**src/rtl/cdtimer.sv**
```systemverilog
module cdtimer #(
  parameter int CNT_W  = 32,
  parameter int DATA_W = 32,
  parameter int ADDR_W = 4
) (
  input  logic              clk,
  input  logic              rst_n,
  input  logic [ADDR_W-1:0] bus_addr,
  input  logic              bus_wr,
  input  logic [DATA_W-1:0] bus_wdata,
  output logic [DATA_W-1:0] bus_rdata,
  input  logic              tick_fast,
  input  logic              tick_slow,
  output logic              irq
);
  localparam logic [1:0] W_START = 2'd0;
  localparam logic [1:0] W_COUNT = 2'd1;
  localparam logic [1:0] W_CTRL  = 2'd2;
  localparam logic [1:0] W_ACK   = 2'd3;
  localparam int B_EN   = 7;
  localparam int B_PER  = 6;
  localparam int B_FAST = 3;

  logic [CNT_W-1:0] start_q, count_q;
  logic             en_q, per_q, fast_q;

  wire [1:0] word     = bus_addr[3:2];
  wire       wr_start = bus_wr && word == W_START;
  wire       wr_ctrl  = bus_wr && word == W_CTRL;
  wire       wr_ack   = bus_wr && word == W_ACK;
  wire       step     = en_q && (fast_q ? tick_fast : tick_slow);
  wire       under    = step && count_q == '0;

  logic unused_bits;
  assign unused_bits = ^{bus_wdata, bus_addr};

  always_ff @(posedge clk) begin
    if (!rst_n) begin
      start_q <= '0;
      count_q <= '0;
      en_q    <= 1'b0;
      per_q   <= 1'b0;
      fast_q  <= 1'b0;
      irq     <= 1'b0;
    end else begin
      if (wr_ctrl) begin
        en_q   <= bus_wdata[B_EN];
        per_q  <= bus_wdata[B_PER];
        fast_q <= bus_wdata[B_FAST];
      end
      if (wr_start) begin
        start_q <= bus_wdata[CNT_W-1:0];
        count_q <= bus_wdata[CNT_W-1:0];
      end else if (under)
        count_q <= per_q ? start_q : '1;
      else if (step)
        count_q <= count_q - 1'b1;
      if (under)
        irq <= 1'b1;
      else if (wr_ack)
        irq <= 1'b0;
    end
  end

  always_comb begin
    bus_rdata = '0;
    case (word)
      W_START: bus_rdata = DATA_W'(start_q);
      W_COUNT: bus_rdata = DATA_W'(count_q);
      W_CTRL: begin
        bus_rdata[B_EN]   = en_q;
        bus_rdata[B_PER]  = per_q;
        bus_rdata[B_FAST] = fast_q;
      end
      default: bus_rdata = '0;
    endcase
  end

  p_hold_r2: assert property (@(posedge clk) disable iff (!rst_n)
    (!en_q && !wr_start) |=> $stable(count_q));
  p_dec_r2: assert property (@(posedge clk) disable iff (!rst_n)
    (step && count_q != '0 && !wr_start) |=> count_q == $past(count_q) - 1'b1);
  p_load_r4: assert property (@(posedge clk) disable iff (!rst_n)
    wr_start |=> count_q == $past(bus_wdata[CNT_W-1:0]));
  p_underflow_irq_r6: assert property (@(posedge clk) disable iff (!rst_n)
    under |=> irq);
  p_irq_sticky_r7: assert property (@(posedge clk) disable iff (!rst_n)
    (irq && !wr_ack) |=> irq);
  p_ack_r8: assert property (@(posedge clk) disable iff (!rst_n)
    (wr_ack && !under) |=> !irq);
  p_reload_r9: assert property (@(posedge clk) disable iff (!rst_n)
    (under && per_q && !wr_start) |=> count_q == $past(start_q));
  p_wrap_r9: assert property (@(posedge clk) disable iff (!rst_n)
    (under && !per_q && !wr_start) |=> count_q == '1);
endmodule

```
**config.mk**
```make
export PLATFORM = sky130hd
export DESIGN_NAME = cdtimer
export DESIGN_NICKNAME = d
export VERILOG_FILES = /design/src/rtl/cdtimer.sv
export SDC_FILE = /design/constraint.sdc
export NUM_CORES = 1
export LEC_CHECK = 0
export BUFFER_PORTS_ARGS = -buffer_cell sky130_fd_sc_hd__buf_4
export CAP_MARGIN = 20
export CORE_MARGIN = 3
export CORE_UTILIZATION = 50
export CTS_CLUSTER_SIZE = 25
export DETAILED_ROUTE_END_ITERATION = 12
export GPL_ROUTABILITY_DRIVEN = 0
export PLACE_DENSITY = 0.73
export SYNTH_ARGS = -nofsm -noshare
export SYNTH_HDL_FRONTEND = slang
export SYNTH_SLANG_ARGS = --single-unit
```
**constraint.sdc**
```tcl
create_clock -name clk -period 4.5 [get_ports clk]
set_input_delay 0 -clock clk [delete_from_list [all_inputs] [get_ports clk]]
set_output_delay 0 -clock clk [all_outputs]
set_load 0.03 [all_outputs]
```
# Word-level counts from Yosys, hierarchy flattened
# Cells that the tools add are included.
# classes
addsub,1
eq_ne,3
n_mux,12
n_reduce_logical,9
# ops
operator,count
$mux W32,4
$pmux W24 S2,1
$logic_not A32 Y1,1
$sub A32 B1 Y32 const B,1
$pmux W2 S3,1
$pmux W3 S2,1
$logic_and A1 B1 Y1,5
$eq A2 B2 Y1 const B,2
$pmux W2 S2,1
$mux W1,3
$pmux W1 S3,1
$reduce_bool A3 Y1,1
$eq A2 B1 Y1 const B,1
$logic_not A2 Y1,1
$reduce_bool A2 Y1,1
# word_totals
reg_bits,68
inputBits,41

# Logic depth before layout (Yosys ltp)
# Gate-level depths: netlist of the first run.
# logic_depth
word_depth,5
depth_mapped,9

# Worst setup path before layout of the first run
# OpenSTA, ideal clock, no wires.
# synth_timing
kind,reg-to-reg
from,reg count_q[8]
to,reg count_q[1]
setup_time_ns,0.086
arrival_ns,2.806
required_ns,4.414
setup_slack_ns,1.609
stages_incl_launch_ff,9
path_buffers,2
cell_sequence,dfxtp_1 or4_4 or3_1 buf_2 or4_4 buf_6 nor3_4 mux2_1 a211oi_1
# synth_between
elab_chain_cells,4
word_cells_on_any_way,5
# synth_rtl
element,line_no,text
start: declaration,24,"logic [CNT_W-1:0] start_q, count_q;"
start signal: assignment,53,count_q <= bus_wdata[CNT_W-1:0];
start signal: assignment,55,count_q <= per_q ? start_q : '1;
start signal: assignment,57,count_q <= count_q - 1'b1;
$logic_not A32 Y1 (*),32,wire under = step && count_q == '0;
$logic_and A1 B1 Y1 (*),32,
$mux W32,54,end else if (under)
$mux W32,51,if (wr_start) begin
# Every way passes the cells marked *; elsewhere a longest branch is shown, timed or not.
# A chain may end at the register's enable or synchronous reset.

# Worst setup path after layout of the first run
# layout_timing
from,reg count_q[0]
to,reg count_q[1]
# layout_between
elab_chain_cells,4
word_cells_on_any_way,7
# layout_rtl
element,line_no
$sub A32 B1 Y32 or $logic_not A32 Y1 (tied branches),"57, 32"
$mux W32 or $logic_and A1 B1 Y1 (tied branches),"56, 32"
$mux W32,54
$mux W32,51
# Parallel ways exist; a longest one is shown, timed or not. The select of a mux whose other input is x is not followed.

==> results of run 1 <==
## power groups by stage
stage	clock, mW	sequential, mW	combinational, mW
4_1_cts	0.571	0.673	0.395
2_1_floorplan	0	0.675	0.274
3_5_place_dp	0	0.687	0.369
5_1_grt	0.597	0.680	0.438
3_3_place_gp	0	0.684	0.364
6_report	0.562	0.674	0.399
## logic make-up (layout without fill, tap and decap cells)
| logic type | after synthesis | after routing | share of synthesized area |
|---|---|---|---|
| AOI/OAI and AO/OA | 149 | 149 | 0.219 |
| adders and majority gates | 1 | 1 | 0.00312 |
| xor gates and xnor gates | 18 | 18 | 0.0394 |
| muxes | 38 | 38 | 0.0959 |
| and+or+nand+nor | 212 | 212 | 0.256 |
| buffers and inverters | 47 | 131 | 0.0468 |
| DFF | 68 | 68 | 0.340 |
## worst min-delay path: stages
cell and delay [ns]:
buf_4 0.20, o21ai_0 0.10, a21oi_1 0.04
## flip-flops by register name, summed over array words and instances, names as in the netlist
signal	count
per_q	1
count_q	32
start_q	32
en_q	1
fast_q	1
irq	1
## worst min-delay path by stage
stage                  end  slack (ns)  depth (start not counted)
2_1_floorplan   start_q[0]        0.14                          2
3_3_place_gp        fast_q        0.25                          3
3_5_place_dp   start_q[12]        0.27                          3
4_1_cts        count_q[13]        0.02                          3
5_1_grt        count_q[16]        0.05                          3
6_report       count_q[13]        0.05                          3
## layout make-up
class,count,area (sq um)
tap,102,128
inverter,4,15.0
timing repair buffer,111,916
clock inverter,5,75.1
sequential,68,1360
fill,696,2670
multi-input combinational,418,2460
clock buffer,11,141
## through the flow
step           std cells  utilization
3_3_place_gp         670        0.586
4_1_cts              719        0.656
5_1_grt              719        0.656
2_1_floorplan        533            -
6_report             719        0.656
3_5_place_dp         670        0.586
## layer usage
| layer | vias up | wire, microns | track usage | share of wire |
|---|---|---|---|---|
| met5 | - | 0 | 0 | 0 |
| met4 | 0 | 312 | 0.128 | 0.025 |
| met3 | 31 | 899 | 0.0497 | 0.073 |
| met2 | 189 | 6040 | 0.462 | 0.49 |
| met1 | 2031 | 5140 | 0.352 | 0.41 |
| li1 | 2069 | - | - | - |
## placed cells by master, fill, tap and decap left out, types with 10 or more instances in the layout
| cell type | n |
|---|---|
| dlygate4sd3_1 | 33 |
| mux2i_1 | 35 |
| dfxtp_1 | 68 |
| or3_1 | 11 |
| o211ai_1 | 10 |
| nor3_1 | 15 |
| nor2_1 | 57 |
| buf_4 | 78 |
| clkbuf_8 | 10 |
| nand2_1 | 82 |
| a21oi_1 | 58 |
| o21ai_0 | 40 |
==> run metrics, run 1 <==
run status=complete, no violations; vias in the first global route=4,116; CP max FO=13; endpoints failing setup=0; Setup TNS=0 ns; share of cells above drive strength 1=0.170; Critical Path RT=4.76 ns; FMAX=294 MHz; Main synth FF type=dfxtp_1; cts hold-fix bufs=33; antenna-violating nets left=0; DRT iter0 DRCs=268; CP endpoint kind=flip-flop; sequential share of the synthesized area=0.340; largest net degree at the start of global routing=61; Yosys top cell area share=0.340; hold crit path type=in2reg; total chip power=1.64 mW; synthesized area per cell=7.52 sq um; routed vias=4,320; P_int=1.13 mW; Die Wd=95.5 microns; CTS root buf=clkbuf_8; CTS Sinks=68; RSZ-0062 raised after global routing=no; WL/cell=17.2 microns; clock-pin slew on the worst setup and hold paths=0.07 ns; Psw=0.510 mW; ant diodes=0; global-route wire length before repair=19,800 microns; Core Area=7770 sq um; Global Route Usage Sum=0.279; Synth area leaders=dfxtp_1, mux2i_1, nand2_1; Crit. path cell count=8; RR Startpoint=count_q[0]; CP Cell Sequence=inv_1, ha_1, or4b_2, nand2b_1, or4_4, nor3_4, mux2_1, a211oi_1; port bufs=71; crit path from=count_q[0]; pins over their slew limit=0; Max Cap Viol=0; crit path kind=reg2reg; Clock Latency Late Sink=0.35 ns; syn_nets=575; area leader, netlist=dfxtp_1; reg-to-reg setup timing slack=1.10 ns; Post-synth top cells=nand2_1, dfxtp_1, a21oi_1; Die ar.=9120 sq um; clock share of power=0.344; Area Growth Syn to Fin=27.2%; Initial DRT Pass Iterations=5; CTS buffer count=9; worst slew pin tran=1.00 ns; Total Nets Final=654; Worst R2R End=count_q[1]; FP Rows=32; distinct cell type count after synthesis=55; setup ws final=1.10 ns; Worst Min Path Start=rst_n; most frequent cell after synthesis=nand2_1; H-tree depth=3; sequential share of power=0.412; leakage power=2.05 nW; Cells after Synth=533; Final Hold Viols=0; global route total overflow=0; clock skew=0.00556 ns; I/O pin count=74; initial antenna violation count=0; flops & latches, synth=68; Final period util=0.756; Switching Share=0.312; Top delay family on crit path=simple AND/OR/NAND/NOR gates; CTS tree=done; fin area=5100 sq um; worst hold margin=0.0462 ns; VDD IR max=176 uV; Reg2Reg Depth=8; Starting Density=0.516; pre-CTS setup slack=1.13 ns; Critical-path top delay cell=or4b_2; PwrDens=321 nW/um^2; post-CTS setup buffer count=0; vias per std cell=6.01; Yosys Warn Count=0; Logic pwr share=0.244; final WL=12,400 microns; Post-synth EDFFs=0; CP Capture Point=count_q[1]; DRC=0; Crit path largest cell delay=0.63 ns; area of placed instances=4550 sq um; Max clock buf depth=2; Mapped Area=4010 sq um; Startpoint Class=flip-flop; post-DP HPWL=7670 microns; fraction of registers with async set/reset=0; Worst Path Arrival=3.66 ns; Max-Slew Margin vs Limit=0.327; CP Buf/Inv Count=1; post_cts resized=0; minimum clock period=3.40 ns; chip height=95.5 microns
Power figures use the tool's default switching activity.
==> run 2: changes to the inputs <==
ABC_AREA = 1   (was not set)
PLACE_DENSITY = 0.75   (was 0.73)
clock period = 3 ns   (was 4.5 ns; I/O delays follow)
==> run 2 against run 1 <==
Compared with the run above:
- non-clock buffer count decreased by 1
- synthesized cell count increased by 31%
- global-route usage about the same
- hold slack worse by 0.0069 ns
- critical path depth is 2 lower
- clock-buffer cell count stayed put
- clock power rose by 18%
- core utilization down 1.2 points
- largest power group unchanged
==> run metrics, run 2 <==
run status=complete, no violations; DRT iter0 DRCs=388 (+45%); Global Route Usage Sum=0.279 (+0.000386); Worst Path Arrival=2.38 ns (-1.28 ns); leakage power=2.30 nW (+12%); fin area=5340 sq um (+4.8%); Die Wd=99.1 microns (+3.7%); Core Area=8300 sq um (+6.8%); flops & latches, synth=68 (unchanged); Max-Slew Margin vs Limit=0.338 (+0.0115); post-layout util=0.644 (-0.0125); Post-synth top cells=nand2_1, a21oi_1, dfxtp_1; Worst Min Path Start=bus_addr[3]; Startpoint Class=input pin; Starting Density=0.522 (+0.00600); total chip power=2.47 mW (+51%); minimum clock period=2.38 ns; area leader, netlist=dfxtp_1; RR Startpoint=count_q[0]; Max clock buf depth=2 (unchanged); Area Growth Syn to Fin=23.3%; largest family of logic cells by synthesized area=simple AND/OR/NAND/NOR gates; antenna-violating nets left=0 (unchanged); Yosys Warn Count=0 (unchanged); VDD IR max=231 uV (+31%); I/O pin count=74 (unchanged); vias in the first global route=4,695 (+14%); distinct cell type count after synthesis=34 (-38%); Cells after Synth=697 (+31%); CTS buffer count=9 (unchanged); commonest non-fill, non-tap cell in the layout=nand2_1; most frequent cell after synthesis=nand2_1; clock skew=0.0124 ns (+0.00684 ns); adder-cell share of the synthesized area=0.00289 (-0.000234); ant diodes=0 (unchanged); Synth Area in XOR/XNOR=0.0303 (-0.00901); DRC=0 (unchanged); global route total overflow=0 (unchanged); crit path kind=in2out; final WL=13,700 microns (+11%); CTS Sinks=68 (unchanged); CTS root buf=clkbuf_8; worst slew pin tran=0.992 ns (-0.0122 ns); port bufs=71 (unchanged); synthesized area per cell=6.21 sq um (-17%); fraction of registers with async set/reset=0 (unchanged); initial antenna violation count=0 (unchanged); Synth area leaders=dfxtp_1, nand2_1, a21oi_1; CP endpoint kind=output port; RSZ-0062 raised after global routing=no; FP Rows=33 (+3.1%); FMAX=420 MHz; Synth Area in Simple Gates=0.316 (+0.0591); Yosys top cell area share=0.314 (-0.0254); crit path from=bus_addr[2]; post-DP HPWL=8740 microns (+14%); WL/cell=15.5 microns (-10%); endpoints failing setup=0 (unchanged); PwrDens=463 nW/um^2 (+44%); Critical Path RT=3.00 ns (-1.76 ns); syn_nets=739 (+29%); most frequent cells in the layout=nand2_1, a21oi_1, buf_4; Synth Area in Compound Gates=0.234 (+0.0154); Max Cap Viol=0 (unchanged); Initial DRT Pass Iterations=5 (unchanged); global-route wire length before repair=22,600 microns (+15%); Final period util=0.794; CP max FO=18 (+5); mux cell area share after synthesis=0 (-0.0959); share of cells above drive strength 1=0.148 (-0.0220); Post-synth EDFFs=0 (unchanged); Mapped Area=4330 sq um (+8.1%); routed vias=5,021 (+16%); hold crit path type=in2reg; vias per std cell=5.65 (-5.9%); Total Nets Final=822 (+26%); H-tree depth=3 (unchanged); largest registers=count_q (32), start_q (32); Die ar.=9810 sq um (+7.6%); largest net degree at the start of global routing=65 (+6.6%); Main synth FF type=dfxtp_1; sequential share of the synthesized area=0.314 (-0.0254); Final Hold Viols=0 (unchanged); area of placed instances=4840 sq um (+6.5%); Setup TNS=0 ns (unchanged); post-CTS setup buffer count=0 (unchanged); clock-pin slew on the worst setup and hold paths=0.08 ns (about the same); pins over their slew limit=0 (unchanged); Clock Latency Late Sink=0.36 ns (about the same); CTS tree=done; chip height=99.1 microns (+3.7%)
==> run 2: changes by cell type after synthesis, sizes merged, moves of 12 or more <==
cell,previous run,this run
a21oi,58,98
clkbuf,34,18
inv,3,66
mux2i,35,0
nand2,83,185
nand3,3,56
nor2,58,70
nor3,16,1
o21ai,41,70
==> run 2: stage by stage <==
stage               hold WS, ns  instances  setup slack [ns]
CTS                      0.0343        888             0.633
floorplan                 0.138        697              1.40
global placement          0.262        840             0.985
finish                   0.0393        888             0.619
detailed placement        0.272        840             0.935
global route             0.0669        888             0.517
==> run 2: critical path, cell delays in order <==
cell and delay, ns:
dlygate4sd3_1 0.53, buf_4 0.15, nor2_4 0.40, clkinv_1 0.65
o221ai_1 0.44, buf_4 0.22
==> run 2: kinds of logic after synthesis <==
kind of cell | after synthesis
DFF | 68
AOI/OAI and AO/OA | 191
and+or+nand+nor | 316
buffers and inverters | 106
adders and majority gates | 1
xor gates and xnor gates | 15
==> run 2: path summary, 6_finish.rpt <==
kind / to / slack (ns) / depth (start not counted)
max reg2reg: count_q[11] / 0.87 / 10
max: bus_rdata[6] / 0.62 / 6
min reg2reg: start_q[17] / 0.47 / 2
min: irq / 0.04 / 4
==> run 2: where the power goes <==
group	total, mW	switching [mW]	internal, mW
clock network	0.665	0.356	0.310
registers	1.01	0.0530	0.954
logic	0.802	0.517	0.285
==> run 2: layout make-up <==
cell class | instances | area (sq um)
clock inverter | 3 | 15.0
timing repair buffer | 110 | 911
inverter | 68 | 255
clock buffer | 11 | 141
sequential | 68 | 1360
multi-input combinational | 523 | 2530
fill | 773 | 2960
tap | 105 | 131
==> run 2: layer usage <==
| layer | GRT usage | vias to the layer above | wire [microns] |
|---|---|---|---|
| met5 | 0 | - | 0 |
| met4 | 0.0893 | 0 | 249 |
| met3 | 0.0545 | 30 | 1130 |
| met2 | 0.445 | 222 | 6410 |
| met1 | 0.380 | 2319 | 5940 |
| li1 | - | 2450 | - |
==> run 2: timing repair <==
| action | CTS | global route |
|---|---|---|
| endpoints found under the setup margin | 0 | 0 |
| hold buffers | 34 | 0 |
| resized for setup | 0 | 0 |
| endpoints found under the hold margin | 65 | 0 |
==> run 3: changes to the inputs <==
ABC_AREA = 0   (was 1)
PLACE_DENSITY = 0.73   (was 0.75)
clock period = 2.3 ns   (was 3 ns; I/O delays follow)
==> run 3 against run 2 <==
Compared with the run above:
- clock-buffer cell count shrank 1
- via count shrank 3.8%
- critical endpoint is now count_q[31]
- first-iteration DRC count grew 15%
- the flow now finishes with violations (setup timing)
==> run metrics, run 3 (same netlist as run 1, synthesis figures left out) <==
most frequent cells in the layout=buf_4, nand2_1, dfxtp_1; setup ws final=-0.389 ns (-1.01 ns); routed vias=4,829 (-3.8%); DRC=0 (unchanged); chip height=95.5 microns (-3.6%); CTS root buf=clkbuf_8; hold crit path type=in2reg; failing checks=setup timing; Area Growth Syn to Fin=49.4%; WL/cell=19.1 microns (+23%); antenna-violating nets left=0 (unchanged); Final Hold Viols=0 (unchanged); final WL=14,900 microns (+8.7%); Initial DRT Pass Iterations=6 (+1); Starting Density=0.516 (-0.00600); worst slew pin tran=0.950 ns (-0.0422 ns); Final period util=1.17; CP endpoint kind=flip-flop; vias per std cell=6.18 (+9.2%); Core Area=7770 sq um (-6.4%); CTS Sinks=68 (unchanged); leakage power=2.46 nW (+7.0%); vias in the first global route=4,558 (-2.9%); FP Rows=32 (-3.0%); post-DP HPWL=8720 microns (-0.21%); PwrDens=622 nW/um^2 (+34%); FMAX=372 MHz; Die Wd=95.5 microns (-3.6%); Critical Path RT=2.53 ns (-0.47 ns); CTS buffer count=9 (unchanged); H-tree depth=3 (unchanged); share of cells above drive strength 1=0.325 (+0.177); Worst Path Arrival=2.92 ns (+0.54 ns); Global Route Usage Sum=0.311 (+0.0315); endpoints failing setup=33 (+33); ant diodes=0 (unchanged); VDD IR max=339 uV (+47%); Max clock buf depth=2 (unchanged); largest net degree at the start of global routing=44 (-32%); Clock Latency Late Sink=0.35 ns (about the same); commonest non-fill, non-tap cell in the layout=buf_4; clock skew=0.00879 ns (-0.00361 ns); Total Nets Final=717 (-13%); clock-pin slew on the worst setup and hold paths=0.08 ns (about the same); initial antenna violation count=0 (unchanged); Startpoint Class=flip-flop; minimum clock period=2.69 ns; Max Cap Viol=0 (unchanged); CP max FO=7 (-11); worst hold margin=0.0103 ns (-0.0291 ns); largest registers=count_q (32), start_q (32); crit path kind=reg2reg; CTS tree=done; fillers=544 (-30%); Max-Slew Margin vs Limit=0.365 (+0.0265); Die ar.=9120 sq um (-7.0%); global-route wire length before repair=22,200 microns (-2.1%); global route total overflow=0 (unchanged); run status=finished, violations left; pre-CTS setup slack=-0.462 ns (-1.40 ns); I/O pin count=74 (unchanged); DRT iter0 DRCs=447 (+15%); port bufs=71 (unchanged); pins over their slew limit=0 (unchanged); Setup TNS=-6.36 ns (-6.36 ns); RSZ-0062 raised after global routing=yes
==> run 3: cell count changes in the layout (fill, tap and decap cells not counted), sizes merged, moves of 29 or more <==
cell	previous run	this run
nand2	185	83
buf	76	141
inv	66	3
nand3	56	3
a21oi	98	58
mux2i	0	35
o21ai	70	41
==> run 3: path summary, 6_finish.rpt <==
path,from,to,slack [ns],cells past startpoint
hold reg to reg,start_q[13],start_q[13],0.48,2
setup reg to reg,count_q[11],count_q[31],-0.39,8
setup / recovery,count_q[11],count_q[31],-0.39,8
hold / removal,bus_wr,irq,0.01,4
==> run 3: area by class of cell <==
cell class | count | area [sq um] | area share
Inverter | 4 | 15.0 | 0.00251
Tap cell | 102 | 128 | 0.0213
Clock inverter | 6 | 111 | 0.0186
Clock buffer | 10 | 138 | 0.0230
Multi-Input combinational cell | 418 | 2790 | 0.465
Timing Repair Buffer | 174 | 1440 | 0.241
Sequential cell | 68 | 1370 | 0.228
==> run 3: critical path, cell delays in order, from the launching register on <==
cell and delay [ns]:
dfxtp_2 0.32, or4_4 0.55, or3_4 0.41, buf_6 0.14
or4_4 0.49, buf_4 0.18, nor4_4 0.18, xnor2_1 0.18
a211oi_2 0.10
==> run 3: what timing repair did <==
action / 4_1_cts / 5_1_grt
endpoints found under the setup margin: 33 / 33
cloned: 0 / 1
setup buffers: 4 / 7
endpoints found under the hold margin: 46 / 0
pin swaps: 17 / 19
hold buffers: 32 / 0
resized for setup: 50 / 28
==> run 3: report_power, final <==
part | internal [mW] | switching, mW
clock | 0.750 | 0.495
sequential | 1.24 | 0.0597
combinational | 0.557 | 0.620
==> run 3: metrics by stage <==
step | cells | total power [mW] | instance area, sq um | utilization
2_1_floorplan | 533 | 1.87 | 4030 | -
3_3_place_gp | 724 | 2.21 | 4980 | 0.641
3_5_place_dp | 724 | 2.23 | 4980 | 0.641
4_1_cts | 776 | 3.60 | 5770 | 0.743
5_1_grt | 782 | 3.85 | 5990 | 0.771
6_report | 782 | 3.72 | 5990 | 0.771
==> run 3: metal layers <==
layer  global-route usage  vias up  wire, microns  part of all wire
li1                     -     2195              -                 -
met1                0.396     2320           5900              0.39
met2                0.524      258           7360              0.49
met3               0.0395       56           1150             0.077
met4                0.141        0            522             0.035
met5                    0        -              0                 0
